### src/rtl/acc8_pkg.sv
package acc8_pkg;
  typedef enum logic [1:0] {
    CL_BYTE = 2'd0,
    CL_BIT  = 2'd1,
    CL_FLOW = 2'd2,
    CL_NOP  = 2'd3
  } ins_class_e;

  typedef enum logic [3:0] {
    OP_MOVF  = 4'd0,
    OP_MOVWF = 4'd1,
    OP_CLR   = 4'd2,
    OP_INCF  = 4'd3,
    OP_ADD   = 4'd4,
    OP_AND   = 4'd5,
    OP_SWAP  = 4'd6,
    OP_TRIS  = 4'd7
  } byte_op_e;

  typedef enum logic [1:0] {
    FL_GOTO  = 2'd0,
    FL_CALL  = 2'd1,
    FL_RETLW = 2'd2,
    FL_MOVLW = 2'd3
  } flow_op_e;

  localparam int unsigned PORTA_ADDR = 5;
  localparam int unsigned PORTB_ADDR = 6;
  localparam int unsigned PORTC_ADDR = 7;
  localparam int unsigned GPR_BASE   = 8;
endpackage

### src/rtl/acc8_alu.sv
module acc8_alu
  import acc8_pkg::*;
#(
  parameter int DW = 8
) (
  input  byte_op_e        op,
  input  logic [DW-1:0]   w_val,
  input  logic [DW-1:0]   f_val,
  output logic [DW-1:0]   res
);
  localparam int HALF = DW / 2;

  always_comb begin
    case (op)
      OP_MOVF:  res = f_val;
      OP_MOVWF: res = w_val;
      OP_CLR:   res = '0;
      OP_INCF:  res = f_val + DW'(1);
      OP_ADD:   res = w_val + f_val;
      OP_AND:   res = w_val & f_val;
      OP_SWAP:  res = {f_val[HALF-1:0], f_val[DW-1:HALF]};
      OP_TRIS:  res = w_val;
      default:  res = f_val;
    endcase
  end
endmodule

### src/rtl/acc8_stack.sv
module acc8_stack #(
  parameter int PW    = 8,
  parameter int DEPTH = 2
) (
  input  logic          clk,
  input  logic          rst_n,
  input  logic          push,
  input  logic          pop,
  input  logic [PW-1:0] push_val,
  output logic [PW-1:0] top
);
  logic [PW-1:0] ent_q [DEPTH];
  logic [PW-1:0] ent_d [DEPTH];

  always_comb begin
    for (int i = 0; i < DEPTH; i++) begin
      ent_d[i] = ent_q[i];
      if (push) ent_d[i] = (i == 0) ? push_val : ent_q[(i > 0) ? i - 1 : 0];
      else if (pop) ent_d[i] = ent_q[(i + 1 < DEPTH) ? i + 1 : i];
    end
  end

  always_ff @(posedge clk or negedge rst_n) begin
    if (!rst_n) begin
      for (int i = 0; i < DEPTH; i++) ent_q[i] <= '0;
    end else if (push || pop) begin
      for (int i = 0; i < DEPTH; i++) ent_q[i] <= ent_d[i];
    end
  end

  assign top = ent_q[0];

  // a pushed return address is the next one popped
  a_r8_push_top: assert property (@(posedge clk) disable iff (!rst_n)
    push |=> top == $past(push_val));
endmodule

### src/rtl/acc8_files.sv
module acc8_files
  import acc8_pkg::*;
#(
  parameter int DW   = 8,
  parameter int AW   = 5,
  parameter int PA_W = 4
) (
  input  logic            clk,
  input  logic            rst_n,
  input  logic [AW-1:0]   addr,
  input  logic            we,
  input  logic            tris_we,
  input  logic [DW-1:0]   wdata,
  output logic [DW-1:0]   rdata,
  input  logic [PA_W-1:0] pa_in,
  output logic [PA_W-1:0] pa_out,
  output logic [PA_W-1:0] pa_dir,
  input  logic [DW-1:0]   pb_in,
  output logic [DW-1:0]   pb_out,
  output logic [DW-1:0]   pb_dir,
  input  logic [DW-1:0]   pc_in,
  output logic [DW-1:0]   pc_out,
  output logic [DW-1:0]   pc_dir
);
  localparam int NGPR = (1 << AW) - GPR_BASE;

  logic [DW-1:0] gpr [NGPR];
  logic [AW-1:0] gidx;
  logic          is_gpr, sel_a, sel_b, sel_c;

  assign gidx   = addr - AW'(GPR_BASE);
  assign is_gpr = (addr >= AW'(GPR_BASE));
  assign sel_a  = (addr == AW'(PORTA_ADDR));
  assign sel_b  = (addr == AW'(PORTB_ADDR));
  assign sel_c  = (addr == AW'(PORTC_ADDR));

  always_ff @(posedge clk) begin
    if (we && is_gpr) gpr[gidx] <= wdata;
  end

  always_ff @(posedge clk or negedge rst_n) begin
    if (!rst_n) begin
      pa_out <= '0;
      pb_out <= '0;
      pc_out <= '0;
      pa_dir <= '1;
      pb_dir <= '1;
      pc_dir <= '1;
    end else begin
      if (we && sel_a)      pa_out <= wdata[PA_W-1:0];
      if (we && sel_b)      pb_out <= wdata;
      if (we && sel_c)      pc_out <= wdata;
      if (tris_we && sel_a) pa_dir <= wdata[PA_W-1:0];
      if (tris_we && sel_b) pb_dir <= wdata;
      if (tris_we && sel_c) pc_dir <= wdata;
    end
  end

  always_comb begin
    rdata = '0;
    if (is_gpr)     rdata = gpr[gidx];
    else if (sel_a) rdata = {{(DW-PA_W){1'b0}}, (pa_in & pa_dir) | (pa_out & ~pa_dir)};
    else if (sel_b) rdata = (pb_in & pb_dir) | (pb_out & ~pb_dir);
    else if (sel_c) rdata = (pc_in & pc_dir) | (pc_out & ~pc_dir);
  end

  // direction bits move only on the direction instruction
  a_r9_dir_hold: assert property (@(posedge clk) disable iff (!rst_n)
    !tris_we |=> $stable(pb_dir) && $stable(pc_dir) && $stable(pa_dir));
  a_r9_dir_load: assert property (@(posedge clk) disable iff (!rst_n)
    tris_we && sel_c |=> pc_dir == $past(wdata));
endmodule

### src/rtl/acc8_core.sv
module acc8_core
  import acc8_pkg::*;
#(
  parameter int DW    = 8,
  parameter int PW    = 8,
  parameter int IW    = 12,
  parameter int AW    = 5,
  parameter int PA_W  = 4,
  parameter int DEPTH = 2
) (
  input  logic            clk,
  input  logic            rst_n,
  output logic [PW-1:0]   rom_addr,
  input  logic [IW-1:0]   rom_data,
  input  logic [PA_W-1:0] pa_in,
  output logic [PA_W-1:0] pa_out,
  output logic [PA_W-1:0] pa_dir,
  input  logic [DW-1:0]   pb_in,
  output logic [DW-1:0]   pb_out,
  output logic [DW-1:0]   pb_dir,
  input  logic [DW-1:0]   pc_in,
  output logic [DW-1:0]   pc_out,
  output logic [DW-1:0]   pc_dir
);
  localparam int BW = $clog2(DW);

  logic rst_meta, rst_sync_n;

  always_ff @(posedge clk or negedge rst_n) begin
    if (!rst_n) {rst_sync_n, rst_meta} <= 2'b00;
    else        {rst_sync_n, rst_meta} <= {rst_meta, 1'b1};
  end

  logic [PW-1:0] pc_q, pc_d;
  logic [DW-1:0] w_q, w_d;
  logic          skip_q, skip_d;

  ins_class_e    cls;
  byte_op_e      bop;
  flow_op_e      fop;
  logic          dbit, bsel, live;
  logic [AW-1:0] faddr;
  logic [BW-1:0] bpos;
  logic [DW-1:0] lit;

  assign cls   = ins_class_e'(rom_data[IW-1:IW-2]);
  assign bop   = byte_op_e'(rom_data[IW-3:IW-6]);
  assign fop   = flow_op_e'(rom_data[IW-3:IW-4]);
  assign dbit  = rom_data[AW];
  assign faddr = rom_data[AW-1:0];
  assign bsel  = rom_data[IW-3];
  assign bpos  = rom_data[AW+BW-1:AW];
  assign lit   = rom_data[DW-1:0];
  assign live  = !skip_q;

  logic [DW-1:0] f_rd, alu_res;
  logic          f_we, tris_we, push, pop;
  logic [PW-1:0] ret_addr, pc_inc;

  assign pc_inc = pc_q + PW'(1);

  acc8_files #(.DW(DW), .AW(AW), .PA_W(PA_W)) u_files (
    .clk(clk), .rst_n(rst_sync_n), .addr(faddr), .we(f_we), .tris_we(tris_we),
    .wdata(alu_res), .rdata(f_rd),
    .pa_in(pa_in), .pa_out(pa_out), .pa_dir(pa_dir),
    .pb_in(pb_in), .pb_out(pb_out), .pb_dir(pb_dir),
    .pc_in(pc_in), .pc_out(pc_out), .pc_dir(pc_dir)
  );

  acc8_alu #(.DW(DW)) u_alu (
    .op(bop), .w_val(w_q), .f_val(f_rd), .res(alu_res)
  );

  acc8_stack #(.PW(PW), .DEPTH(DEPTH)) u_stack (
    .clk(clk), .rst_n(rst_sync_n), .push(push), .pop(pop),
    .push_val(pc_inc), .top(ret_addr)
  );

  always_comb begin
    pc_d    = pc_inc;
    w_d     = w_q;
    skip_d  = 1'b0;
    f_we    = 1'b0;
    tris_we = 1'b0;
    push    = 1'b0;
    pop     = 1'b0;
    if (live) begin
      case (cls)
        CL_BYTE: begin
          if (bop == OP_TRIS) tris_we = 1'b1;
          else if (bop <= OP_SWAP) begin
            if (bop == OP_MOVWF || dbit) f_we = 1'b1;
            else                         w_d  = alu_res;
          end
        end
        CL_BIT:  skip_d = (f_rd[bpos] == bsel);
        CL_FLOW: begin
          case (fop)
            FL_GOTO:  pc_d = lit;
            FL_CALL:  begin pc_d = lit; push = 1'b1; end
            FL_RETLW: begin pc_d = ret_addr; pop = 1'b1; w_d = lit; end
            default:  w_d = lit;
          endcase
        end
        default: ;
      endcase
    end
  end

  always_ff @(posedge clk or negedge rst_sync_n) begin
    if (!rst_sync_n) begin
      pc_q   <= '0;
      w_q    <= '0;
      skip_q <= 1'b0;
    end else begin
      pc_q   <= pc_d;
      w_q    <= w_d;
      skip_q <= skip_d;
    end
  end

  assign rom_addr = pc_q;

  // non-control instructions advance the address by one
  a_r2_pc_step: assert property (@(posedge clk) disable iff (!rst_sync_n)
    (cls != CL_FLOW) |=> pc_q == $past(pc_q) + PW'(1));
  // a cancelled instruction leaves W alone and falls through
  a_r6_squash: assert property (@(posedge clk) disable iff (!rst_sync_n)
    skip_q |=> (w_q == $past(w_q)) && (pc_q == $past(pc_q) + PW'(1)) && !skip_q);
  // a live GOTO lands on its literal
  a_r7_goto: assert property (@(posedge clk) disable iff (!rst_sync_n)
    live && cls == CL_FLOW && fop == FL_GOTO |=> pc_q == $past(lit));
  // MOVLW loads its literal into W
  a_r5_movlw: assert property (@(posedge clk) disable iff (!rst_sync_n)
    live && cls == CL_FLOW && fop == FL_MOVLW |=> w_q == $past(lit));
endmodule

### config.mk
export PLATFORM = sky130hd
export DESIGN_NAME = acc8_core
export DESIGN_NICKNAME = d
export VERILOG_FILES = /design/src/rtl/acc8_pkg.sv /design/src/rtl/acc8_alu.sv /design/src/rtl/acc8_stack.sv /design/src/rtl/acc8_files.sv /design/src/rtl/acc8_core.sv
export SDC_FILE = /design/constraint.sdc
export NUM_CORES = 1
export LEC_CHECK = 0
export ABC_AREA = 1
export CAP_MARGIN = 20
export CORE_AREA = 2 2 159 161
export CTS_BUF_LIST = sky130_fd_sc_hd__clkbuf_16
export DETAILED_ROUTE_END_ITERATION = 10
export DIE_AREA = 0 0 161 163
export DONT_BUFFER_PORTS = 1
export PLACE_DENSITY = 0.65
export SYNTH_ARGS = -nofsm -noshare
export SYNTH_HDL_FRONTEND = slang
export SYNTH_SLANG_ARGS = --single-unit
### constraint.sdc
create_clock -name clk -period 3.7 [get_ports clk]
set_input_delay 0.74 -clock clk [delete_from_list [all_inputs] [get_ports clk]]
set_output_delay 0.74 -clock clk [all_outputs]
set_load 0.01 [all_outputs]
# Word-level counts from Yosys, hierarchy flattened
# Memories as Yosys holds them, arrays and structs flattened.
# Index checks and enable logic that the tools add are counted.
totals:
  register_bits: 75
  ram_bits: 192
  inputBits: 34
  output_inout_bits: 48
  wordCells: 107
  mem_count: 1
classes:
  add_sub_neg: 4
  order_cmp: 3
  eq_ne: 19
  muxes: 35
  bitwise_logic: 14
  reduce_logical: 18
memory_table:
  columns: ["name", "words", "word_bits", "rd", "rd_clocked_by_memory_dff", "wr", "line", "text"]
  rows:
  - ["u_files.gpr", 24, 8, 1, 0, 1, "acc8_files.sv:27", "logic [DW-1:0] gpr [NGPR];"]
op_table:
  columns: ["cell", "count"]
  rows:
  - ["8-bit two-way mux", 12]
  - ["8-bit one-hot mux with 6 select lines", 1]
  - ["8-bit bitwise AND", 5]
  - ["8-bit one-hot mux with 2 select lines", 2]
  - ["1-bit two-way mux", 19]
  - ["8-bit by 1-bit adder with 8-bit output (second input constant)", 2]
  - ["4-bit by 3-bit == test with 1-bit output (second input constant)", 4]
  - ["8-bit NOT", 2]
  - ["8-bit bitwise OR", 2]
  - ["5-bit by 3-bit == test with 1-bit output (second input constant)", 3]
  - ["8-bit adder", 1]
  - ["4-bit bitwise AND", 2]
  - ["4-bit by 2-bit == test with 1-bit output (second input constant)", 2]
  - ["2-bit != test (second input constant)", 4]
  - ["1-bit logical AND", 7]
  - ["6-bit AND reduction", 1]
  - ["5-bit by 4-bit greater-or-equal comparator with 1-bit output (second input constant)", 1]
  - ["5-bit by 4-bit subtractor with 5-bit output (second input constant)", 1]
  - ["2-bit by 1-bit == test with 1-bit output (second input constant)", 2]
  - ["2-bit == test (second input constant)", 2]
  - ["4-bit by 1-bit == test with 1-bit output (second input constant)", 1]
  - ["4-bit by 3-bit less-or-equal comparator with 1-bit output (second input constant)", 1]
  - ["2-bit logical NOT", 2]
  - ["3-bit by 4-bit < comparator with 1-bit output (second input constant)", 1]
  - ["other kinds (9)", 13]

# Depth between registers and ports, before layout
depth:
  depth_word: 13
  depth_mapped: 26
  mapped_depth_nobuf: 24

# Hierarchy
# Synthesis repeated with hierarchy kept, for this count alone.
unflattened:
  hier_cells: 1317
  area_unflattened_um2: 12592.1
by_module_without_submodules:
  columns: ["module", "n_inst", "cells_each", "area_each_um2", "seq_area_each_um2"]
  rows:
  - ["acc8_files", 1, 923, 9823.2, 6791.5]
  - ["acc8_core", 1, 173, 1275.0, 475.5]
  - ["acc8_stack", 1, 86, 765.7, 400.4]
  - ["acc8_alu", 1, 135, 728.2, 0.0]

# Worst setup path after synthesis
# Ideal clock, no wire load.
synth_timing:
  path_type: "input to register"
  startpoint: "in rom_data[3]"
  endpoint: "reg w_q[2]"
  setup_ns: 0.127
  t_arrival_ns: 3.931
  required_time_ns: 3.573
  path_slack_ns: -0.358
  cell_stages: 17
  n_path_buf: 2
  cell_sequence: "buf_2 -> inv_2 -> ha_1 -> clkbuf_1 -> inv_1 -> a21oi_1 -> nand2_1 -> and2_1 -> ha_1 -> fa_1 -> or2_2 -> nand3_1 -> o21ai_0 -> a21oi_4 -> nand2_1 -> o21ai_1 -> o21ai_1"
synth_between:
  elab_chain_cells: 11
  word_cells_on_any_way: 18
  classes_between: "add/sub: 3; order compare: 1; eq/ne: 3; mux: 9; bitwise: 1; memory: 1"
synth_lines:
  columns: ["item", "line", "text"]
  rows:
  - ["start: declaration", "acc8_core.sv:14", "input logic [IW-1:0] rom_data,"]
  - ["branches (longest 4 deep; another with memory 24 x 8 bit)", null, null]
  - ["8-bit two-way mux (*)", "acc8_files.sv:61", "if (is_gpr) rdata = gpr[gidx];"]
  - ["8-bit adder, or another cell as far along", "acc8_alu.sv:19", "OP_ADD: res = w_val + f_val;"]
  - ["8-bit one-hot mux with 6 select lines (*)", "acc8_alu.sv:14", "case (op)"]
  - ["net alu_res[2]", "acc8_core.sv:56", "logic [DW-1:0] f_rd, alu_res;"]
  - ["8-bit two-way mux (*)", "acc8_core.sv:92", "if (bop == OP_MOVWF || dbit) f_we = 1'b1;"]
  - ["8-bit two-way mux (*)", "acc8_core.sv:91", "else if (bop <= OP_SWAP) begin"]
  - ["8-bit two-way mux (*)", "acc8_core.sv:90", "if (bop == OP_TRIS) tris_we = 1'b1;"]
  - ["8-bit one-hot mux with 2 select lines (*)", "acc8_core.sv:88", "case (cls)"]
  - ["end signal: assignment", "acc8_core.sv:117", "w_q <= w_d;"]
  - ["end: declaration", "acc8_core.sv:35", "logic [DW-1:0] w_q, w_d;"]
# Mark *: on every way through the listed nets, which the timed path passes. The select of a mux whose other input is x is not followed.
# A chain may end at the register's enable or synchronous reset.

# Worst setup path after layout
layout_timing:
  startpoint: "in rom_data[0]"
  endpoint: "reg w_q[2]"
# Same word-level chain as after synthesis.

==> summary.md <==
| Metric | Value |
|---|---|
| Count of mapped cells out of synthesis | `about 1300` |
| Drt first-iter violations | `784` |
| Placed insts | `1723` |
| Post-route setup slack | `0.470 ns` |
| Final period demand of the worst path | `between 3 and 4 ns` |
| Post-route core utilization | `58.0%` |
| Number of levels in the clock H-tree | `1` |
| Number of cell instances on the worst register-to-register path | `19` |
| Layout area overhead | `16.1%` |
| Max stage delay on crit path | `around 0.40 ns` |
| Worst path most repeated cell | `nand2_1` |
| Fraction of synthesis flops using an asynchronous set or reset pin | `28.1%` |
| Worst hold path type | `reg2async` |
| Maxcap violations | `0` |
| Clock insertion delay at the later pin of the skew report | `0.54 ns` |
| Synth cell types | `between 40 and 50` |
| Area used by sequential logic in the layout | `approximately 7700 µm²` |
| Worst voltage drop across the vdd grid | `0.000329 V` |
| Resized Gates After CTS | `0` |
| Final Max Slew Viols | `0` |
| Core Box Area | `24700 µm²` |
| # IOs | `82` |
| Clock tree from TritonCTS | `built` |
| Clock sink count | `267` |
| Largest net degree at the start of global routing | `52` |
| Setup slack of the most critical reg-to-reg path | `0.54 ns` |
| Grt total ovfl | `0` |
| Category of the worst setup path launch point | `input pin` |
| Via count of the first global-routing pass | `9282` |
| Slew headroom | `between 30% and 40%` |
| DR vias | `9349` |
| Cell area after synthesis | `12300 µm²` |
| RR Startpoint | `u_files.gpr[19][0]$_DFFE_PP_` |
| Setup repair after global routing missed its margin | `no` |
| Leading cell types by total area after synthesis | `edfxtp_1, nand2_1, dfrtp_1` |
| Overall die height | `163 µm` |
| Max Clock Skew | `0.0135 ns` |
| Post-synth EDFFs | `192` |
| CP Class | `in2reg` |
| Hold violation count in the final report | `0` |
| Maximum count of clock buffers along a single path | `3` |
| Global placement routability congestion | `between 0.9 and 1` |
| Source of the critical timing path | `rom_data[0]` |
| Antenna violation net count after detailed routing | `0` |
| Wire length of the first global-routing pass | `51600 µm` |
| Number of detailed-routing iterations run before antenna repair | `7` |
| # rows | `between 50 and 60` |
| Data required time of the critical path | `just over 4 ns` |
| Area used by multi-input combinational logic | `4020 µm²` |
| Combined global-route utilization of all metal layers | `about a quarter` |
| Leakage power of the design | `6.16 nW` |
| Power Density | `499 nW/µm²` |
| Clock buffers created by TritonCTS | `28` |
| TNS Setup | `0 ns` |
| Share of layout cells above drive strength 1 | `13.1%` |
| R2r endpoint | `w_q[2]$_DFFE_PN0P_` |
| Logic depth of the worst setup path including buffers | `20` |
| Finish-stage setup viols | `0` |
| Clock root buffer | `clkbuf_16` |
| Net count of the mapped netlist | `1373` |
| Synthesis Warnings | `0` |
| Number of standard cells in the final layout excluding fillers | `1776` |
| Clock slew at reported path FFs | `0.07 ns` |
| Number of design rule violations left after detail routing | `0` |
| Mean post-synth cell area | `9.30 µm²` |
| Post-synthesis cell type with the largest combined area | `edfxtp_1` |
| Number of antenna violations at the first check in global routing | `0` |
| Final period utilization | `87.3%` |
| Count of buffers from port buffering | `0` |
| Worst-Margin Slew | `0.979 ns` |
| Effective utilization at floorplan | `about half` |
| Per-cell via count in the routed design | `5.26` |
| Critical path peak fanout | `a little over 50` |
| Setup crit end kind | `flop` |
| Slowest library cell on the worst path | `fa_1` |
| Area of the die | `26200 µm²` |
| Commonest register cell after synthesis | `edfxtp_1` |
| Post-CTS Setup Bufs | `0` |
| Total power after layout | `between 0.007 and 0.008 W` |
| Fill cell total of the finished layout | `between 2000 and 2500` |
| Number of register bits inferred by synthesis | `approximately 270` |
| Setup crit end | `w_q[2]$_DFFE_PN0P_` |
| Outcome | `finished, final reports clean` |
| Kind of cell adding the most delay to the critical path | `simple AND/OR/NAND/NOR gates` |
| Part of the Yosys area used for sequential elements | `62.2%` |
| Post-layout nets | `1471` |
| Fraction of synthesized cell area taken by the top area cell type | `46.8%` |
| Total detailed-routing wirelength | `about 33000 µm` |
| Cell breakdown of the critical path | `nand2_1 > clkinv_1 > buf_4 > nand2_1 > nand4_1 > nand3_1 > nand2_1 > nand2_1 > nand2_1 > nand2_1 > inv_1 > fa_1 > or2_2 > nand3_1 > o21ai_0 > a21oi_4 > nand2_2 > buf_12 > o21ai_1 > o21ai_1` |
| Antenna cells | `0` |
| Pre-CTS WS | `-0.0704 ns` |
| WL/cell | `18.6 µm` |
| Buffers & Inverters on Critical Path | `4` |
| Peak clock frequency supported by timing | `between 300 and 400 MHz` |
| Final HPWL DP | `23100 µm` |
| Die boundary width | `161 µm` |
| Arrival time of the worst setup path | `3.64 ns` |
==> layout make-up <==
| cell class | count | share of cell area [%] |
|---|---|---|
| clock inverter | 24 | 0.979 |
| inverter | 122 | 3.20 |
| sequential | 267 | 53.6 |
| tap | 330 | 2.88 |
| timing repair buffer | 105 | 6.40 |
| multi-input combinational | 900 | 28.1 |
| clock buffer | 28 | 4.89 |
==> synth_stat cells (all sizes together), types with 2 or more instances <==
cell,instances
nand3,60
dfrtp,55
and2,2
nand4,13
or2,3
ha,12
o21ai,80
xor2,4
nor3,2
dfstp,20
a31oi,12
clkbuf,16
buf,21
inv,121
a21oi,27
o221ai,8
edfxtp,192
o22ai,3
o211ai,7
nand2,429
xnor2,2
nand3b,2
a22oi,2
nor2,225
==> metal layers <==
metal	vias to the layer above	GRT usage [%]	part of all wire, %	wire length (µm)
met5	-	0	0	0
met4	0	7.87	2.4	789
met3	60	4.91	7.5	2460
met2	316	43.5	49	16000
met1	4425	33.6	41	13700
li1	4548	-	-	-
==> how the worst min path moves through the flow <==
| stage | end | slack, ns | cells after the start |
|---|---|---|---|
| 2_1_floorplan | rst_sync_n$_DFF_PN0_ | 0.33 | 0 |
| 3_3_place_gp | u_files.pb_out[3]$_DFFE_PN0P_ | 0.20 | 0 |
| 3_5_place_dp | u_files.pb_out[3]$_DFFE_PN0P_ | 0.21 | 0 |
| 4_1_cts | u_files.pa_out[1]$_DFFE_PN0P_ | 0.20 | 0 |
| 5_1_grt | u_files.pa_out[1]$_DFFE_PN0P_ | 0.22 | 0 |
| 6_report | u_files.pa_out[1]$_DFFE_PN0P_ | 0.20 | 0 |
==> where the power goes <==
part | switching [W] | internal [W] | leakage [nW]
clock network | 0.00115 | 0.00144 | 0.456
logic | 0.000636 | 0.000339 | 3.13
registers | 0.000129 | 0.00345 | 2.57
total | 0.00191 | 0.00523 | 6.16
==> cells in the final DEF (no fill, tap or decap), types with 4 or more instances in the layout <==
cell type	count
xor2_1	4
dfrtp_1	54
dfstp_2	20
clkinv_1	4
inv_2	12
a31oi_1	12
nand2_1	427
nand3_1	58
clkbuf_16	28
a21oi_1	26
clkinv_2	6
o21ai_0	59
o221ai_1	8
edfxtp_1	192
inv_1	121
buf_12	10
o211ai_1	6
ha_1	12
o21ai_1	20
nand4_1	11
nor2_1	222
buf_4	94
==> worst register-to-register path, stage by stage (launching register included) <==
cell      delay (ns)
edfxtp_1        0.38
inv_1           0.06
nand2_1         0.04
nand2_1         0.07
nand2_1         0.08
nand3_1         0.09
nand2_1         0.06
a21oi_1         0.12
nand2_1         0.11
and2_1          0.18
ha_1            0.24
fa_1            0.46
or2_2           0.30
nand3_1         0.08
o21ai_0         0.14
a21oi_4         0.16
nand2_2         0.08
buf_12          0.17
o21ai_1         0.13
o21ai_1         0.07
==> logic make-up after synthesis <==
family / count (synthesis) / share of synthesized area (%)
flip-flops: 267 / 62.2
XOR/XNOR: 6 / 0.426
adder cells (fa/ha/maj): 13 / 1.38
other: 1 / 0.0304
buffers and inverters: 159 / 5.30
multiplexers: 2 / 0.172
AO/OA/AOI/OAI: 141 / 6.51
AND/OR/NAND/NOR: 737 / 24.0
==> sequential cells by signal, summed over array words and instances, names as in the netlist <==
name and count:
u_files.pb_out 8, u_files.pa_dir 4, w_q 8, u_stack.top 8, u_files.gpr 192, u_files.pb_dir 8, rst_meta 1, rst_sync_n 1
u_files.pc_dir 8, rom_addr 8, skip_q 1, u_stack.ent_q 8, u_files.pc_out 8, u_files.pa_out 4
==> timing repair <==
item | in CTS | in global routing
endpoints found under the hold margin | 2 | 0
endpoints found under the setup margin | 0 | 0
hold buffers | 1 | 0
==> metrics by stage <==
step | instance area [µm²] | hold WS [ns]
2_1_floorplan | 12300 | 0.331
3_3_place_gp | 13500 | 0.200
3_5_place_dp | 13500 | 0.205
4_1_cts | 14300 | 0.201
5_1_grt | 14300 | 0.225
6_report | 14300 | 0.195
Power figures use the tool's default switching activity.
